===== src/rtl/nibble_ram_panel.sv =====
`timescale 1ns/1ps
module nibble_ram_panel #(
  parameter int AW = 5,
  parameter int DW = 4
) (
  input  logic          clk,
  input  logic          rst_n,
  input  logic [DW-1:0] sw,
  input  logic          btn_wr_n,
  input  logic          btn_inc_n,
  output logic [6:0]    seg_n,
  output logic [AW-1:0] addr
);
  localparam int DEPTH = 1 << AW;

  logic [2:0]    wr_sh, inc_sh;
  logic          wr_p, inc_p;
  logic [DW-1:0] mem [DEPTH];
  logic [DW-1:0] rd_q;
  logic [6:0]    seg_on;

  always_ff @(posedge clk or negedge rst_n)
    if (!rst_n) begin
      wr_sh  <= '1;
      inc_sh <= '1;
    end else begin
      wr_sh  <= {wr_sh[1:0], btn_wr_n};
      inc_sh <= {inc_sh[1:0], btn_inc_n};
    end

  assign wr_p  = wr_sh[2] & ~wr_sh[1];
  assign inc_p = inc_sh[2] & ~inc_sh[1];

  always_ff @(posedge clk or negedge rst_n)
    if (!rst_n)     addr <= '0;
    else if (inc_p) addr <= addr + 1'b1;

  initial
    for (int i = 0; i < DEPTH; i++)
      mem[i] = (i < 4) ? DW'(2 * (i + 1)) : '0;

  always_ff @(posedge clk) begin
    if (wr_p) mem[addr] <= sw;
    rd_q <= wr_p ? sw : mem[addr];
  end

  always_comb
    case (rd_q[3:0])
      4'h0: seg_on = 7'h3F;
      4'h1: seg_on = 7'h06;
      4'h2: seg_on = 7'h5B;
      4'h3: seg_on = 7'h4F;
      4'h4: seg_on = 7'h66;
      4'h5: seg_on = 7'h6D;
      4'h6: seg_on = 7'h7D;
      4'h7: seg_on = 7'h07;
      4'h8: seg_on = 7'h7F;
      4'h9: seg_on = 7'h6F;
      4'hA: seg_on = 7'h77;
      4'hB: seg_on = 7'h7C;
      4'hC: seg_on = 7'h39;
      4'hD: seg_on = 7'h5E;
      4'hE: seg_on = 7'h79;
      default: seg_on = 7'h71;
    endcase

  assign seg_n = ~seg_on;
endmodule


===== config.mk =====
export PLATFORM = sky130hd
export DESIGN_NAME = nibble_ram_panel
export DESIGN_NICKNAME = d
export VERILOG_FILES = /design/src/rtl/nibble_ram_panel.sv
export SDC_FILE = /design/constraint.sdc
export NUM_CORES = 1
export LEC_CHECK = 0
export BUFFER_PORTS_ARGS = -buffer_cell sky130_fd_sc_hd__clkbuf_2
export CAP_MARGIN = 15
export CORE_MARGIN = 2
export CORE_UTILIZATION = 61
export CTS_CLUSTER_DIAMETER = 50
export CTS_CLUSTER_SIZE = 12
export DETAILED_ROUTE_END_ITERATION = 6
export PLACE_DENSITY = 0.79
export SLEW_MARGIN = 20
export SYNTH_ARGS = -nofsm -noshare
export SYNTH_HDL_FRONTEND = slang
export SYNTH_SLANG_ARGS = --single-unit
export TNS_END_PERCENT = 1

===== constraint.sdc =====
create_clock -name clk -period 5.1 [get_ports clk]
set_input_delay 1.53 -clock clk [delete_from_list [all_inputs] [get_ports clk]]
set_output_delay 1.53 -clock clk [all_outputs]
set_load 0.005 [all_outputs]

# Word level (Yosys, flattened, before mapping)
# Memories as Yosys holds them, arrays and structs flattened. A register that Yosys moved wholly into a read port is not among the register bits.
# Index checks and enable logic that the tools add are counted.
op_classes:
  addsub: 1
  n_mul: 0
  div: 0
  magnitude_cmp: 0
  n_eq_ne: 0
  n_shift: 0
  n_mux: 2
  n_bitwise: 5
  n_reduce_logical: 0
op_table:
  columns: ["op", "n"]
  rows:
  - ["7-bit inverter", 1]
  - ["5-bit by 1-bit adder with 5-bit output, second input constant", 1]
  - ["1-bit AND", 2]
  - ["1-bit 2-to-1 mux", 2]
  - ["1-bit inverter", 2]
word_totals:
  reg_bits: 11
  latch_bits: 0
  mem_bits_rw: 128
  rom_bits: 112
  word_cells: 13
  memories: 2
mem_list:
  columns: ["memory", "words", "word_bits", "read_ports", "rd_clocked_by_memory_dff", "write_ports", "line_no", "source"]
  rows:
  - ["mem", 32, 4, 1, 1, 1, "18", "logic [DW-1:0] mem [DEPTH];"]
  - ["(no name shown)", 16, 7, 1, 0, 0, "48", "case (rd_q[3:0])"]

# Depth between registers and ports, before layout
logic_depth:
  depth_word: 4
  mapped_depth: 10

# Least setup slack after synthesis
# Ideal clock, no wire load.
synth_timing:
  path_kind: "register -> output"
  from: "register with a tool-made name"
  to: "output seg_n[0]"
  arrival_ns: 2.833
  required_ns: 3.570
  path_slack_ns: 0.737
  path_stages_with_launch: 11
  path_cell_list: "dfxtp_1 > buf_2 > clkbuf_1 > mux4_2 > mux2i_1 > o32ai_1 > a311oi_1 > inv_1 > ha_1 > nor3b_1 > a211oi_2"
synth_lines:
  columns: ["item", "line_no", "source"]
  rows:
  - ["to (decl)", "11", "output logic [6:0] seg_n,"]

==> reports/summary.txt <==
initial antenna violation count -> 0
fillcell total -> 572
Pwr Density -> 603.8 nW/um2
placed wire-length estimate -> 6841 um
syn avg cell area -> 19.41 um2
r2r startpoint -> wr_sh[2]$_DFF_PN1_
post-synth net total -> 322
unrepaired setup endpoints after global routing -> no
vias in the first global route -> 2948
worst vdd ir -> 321.7 uV
total track usage -> 23.11%
final RePlAce weighted congestion -> 0.8191
drc violations -> 0
Yosys reg bits -> 144
most frequent cells in the layout -> edfxtp_1, mux4_2, nor2_1
DR WL/cell -> 22.50 um
leading area contributor after synthesis -> edfxtp_1
1st-pass router iterations -> 5
Multi-input gate area -> 1548 um2
Post-Synth Simple-Gate Area -> 4.829%
worst path cell trace -> buf_4 -> mux4_2 -> mux2i_1 -> o32ai_1 -> a311oi_1 -> buf_4 -> inv_1 -> ha_1 -> nor3b_1 -> a211oi_2 -> clkbuf_2
clock latency on the worst-skew pair -> 0.52 ns
CP Data Arrival Time -> 3.30 ns
ANT nets after route -> 0
post-synthesis mux area share -> 17.19%
Final Max Tran Viols -> 0
fin nets -> 352
slew margin rel. -> 56.03%
std cell rows -> 35
Main synth FF type -> edfxtp_1
Synth Area in Adders -> 2.340%
final-report setup violation count -> 0
mapped cell area -> 5882 um2
H-tree depth -> 4
CTS tree -> yes
GR Overflow Total -> 0
# resized after CTS -> 0
Synth Warn # -> 0
status -> finished, final reports clean
CTS buffer count -> 17
ys async rst share -> 7.639%
total number of vias -> 2905
Ant. Diodes -> 0
CP max stage delay -> 0.59 ns
Hold Path Depth -> 0
critical path's slowest cell -> mux4_2
final hold violation count -> 0
CP max FO -> 24
Compound-Gate Fraction of Synth Area -> 1.213%
CTS root buf -> clkbuf_8
Port Buf Inserts -> 19
setup bufs post-CTS -> 0
clk slew on worst S/H paths -> 0.06 ns
die area -> 10440 um2
number of synthesized flops with an enable pin -> 128
# hold bufs at CTS -> 0
critical path's top delay family -> multiplexers
Worst Setup End Kind -> output port
sum of buffers and inverters on the critical path -> 4
Worst EP required -> 3.57 ns
Netlist cell types -> 33
Setup TNS Final -> 0 ns
worst reg2reg path depth -> 3
FF+latch area -> 4228 um2
Min-Delay Startpoint -> wr_sh[0]$_DFF_PN1_
Synth-to-Final Area Change -> 13.57%
share of cells above drive strength 1 -> 29.77%
upper clock frequency limit -> 207.0 MHz
vias per cell -> 6.116
Iteration-0 DRC Markers -> 261
CTS Buffer Depth -> 2
largest family of logic cells by synthesized area -> multiplexers
final worst path period share -> 94.70%
Initial Util -> 63.36%
first-pass GRT wire length -> 16960 um
RR Endpoint -> mem[12][0]$_DFFE_PP_
clk_skew -> 0.005970 ns
Worst setup SP type -> flip-flop
leak pwr -> 0.002232 uW
top post-synthesis cells by area -> edfxtp_1, mux4_2, dfstp_2, ha_1, nor2_1
largest net degree at the start of global routing -> 33
Final Util -> 71.95%
core area -> 9284 um2
die height -> 102.2 um
num ports -> 20
Post-Synth XOR/XNOR Area -> 0.7445%
Hold Crit Class -> reg -> reg
Hold Path Sink -> wr_sh[1]$_DFF_PN1_
Crit path top cell by count -> buf_4
r2r setup slk -> 3.13 ns
routed wire length -> 10690 um
Synth Instances -> 303
top cell type's share of synthesized area -> 65.35%
most common cell after layout, fill and taps aside -> edfxtp_1
Max Cap Violations -> 0
minimum clock period -> 4.830 ns
register area share after synthesis -> 71.86%
clk sinks -> 144
worst slew pin tran -> 0.6596 ns
die width -> 102.2 um
CP Class -> reg -> out
-- routing by layer --
layer	routed length (um)	global-route usage, %	vias to the layer above
met5	0	0	-
met4	206	8.513	0
met3	635	5.267	20
met2	5231	35.37	127
met1	4614	33.50	1501
li1	-	-	1257
-- where the power goes --
| part | switching, uW | leakage, uW | internal [uW] | total (uW) |
|---|---|---|---|---|
| combinational | 702 | 0.000631 | 711 | 1410 |
| clock | 442 | 0.000283 | 696 | 1140 |
| sequential | 123 | 0.00132 | 1360 | 1480 |
| total | 1270 | 0.00223 | 2770 | 4030 |
-- flip-flops by register name (all words and copies together), names as in the netlist, named ones only --
signal,count
mem,128
addr,5
inc_sh,3
wr_sh,3
-- Yosys cell counts (2+ instances only) --
master and n:
nand4_1 2, ha_1 11, nand3b_1 3, mux4_2 38, edfxtp_1 128, buf_2 2, nand3_1 2, clkbuf_1 5
inv_1 7, nor3b_1 4, buf_4 3, mux2i_1 11, dfxtp_1 5, o32ai_1 2, nand2_1 10, mux2i_4 2
buf_1 2, buf_6 2, dfstp_2 6, nor2b_1 2, dfrtp_1 5, o22ai_1 2, nor2_1 35, xnor2_1 5
-- logic make-up (layout without fill, tap and decap cells) --
family | count (synthesis) | in the layout
flops | 144 | 144
simple gates | 62 | 62
mux | 51 | 51
buf+inv | 21 | 64
fa+ha+maj | 11 | 11
compound gates | 9 | 9
xor+xnor | 5 | 5
-- per-stage QoR --
| stage | setup slack [ns] | hold WS (ns) | instance area (um2) | instances | power [uW] |
|---|---|---|---|---|---|
| after global routing | 0.09008 | 0.3575 | 6680 | 475 | 4224 |
| after global placement | 0.8939 | 0.3462 | 6116 | 443 | 2885 |
| final | 0.2702 | 0.3545 | 6680 | 475 | 4033 |
| after floorplan | 0.7371 | 0.3452 | 5882 | 303 | 2514 |
| after detailed placement | 0.7843 | 0.3476 | 6116 | 443 | 2909 |
| after CTS | 0.2285 | 0.3562 | 6680 | 475 | 4052 |
-- area by class of cell --
type,count,share of cell area (%)
multi-input combinational,138,23.17
clock buffer,25,7.736
tap,129,2.416
timing repair buffer,25,2.285
sequential,144,63.29
clock inverter,7,0.7117
inverter,7,0.3933
-- how the worst max path moves through the flow --
stage,start,to,slack (ns),cells after the start
detailed placement,flip-flop,seg_n[0],0.78,11
finish,flip-flop,seg_n[0],0.27,11
global placement,flip-flop,seg_n[4],0.89,10
global route,flip-flop,seg_n[0],0.09,11
CTS,flip-flop,seg_n[0],0.23,11
floorplan,flip-flop,seg_n[0],0.74,10
-- worst reg2reg max path, delay by kind of cell (launching register included) --
kind	cells	cell delay, ns
flip-flops	1	0.51
AND/OR/NAND/NOR	3	1.11
Note: power is estimated with default switching activity, not from simulation.
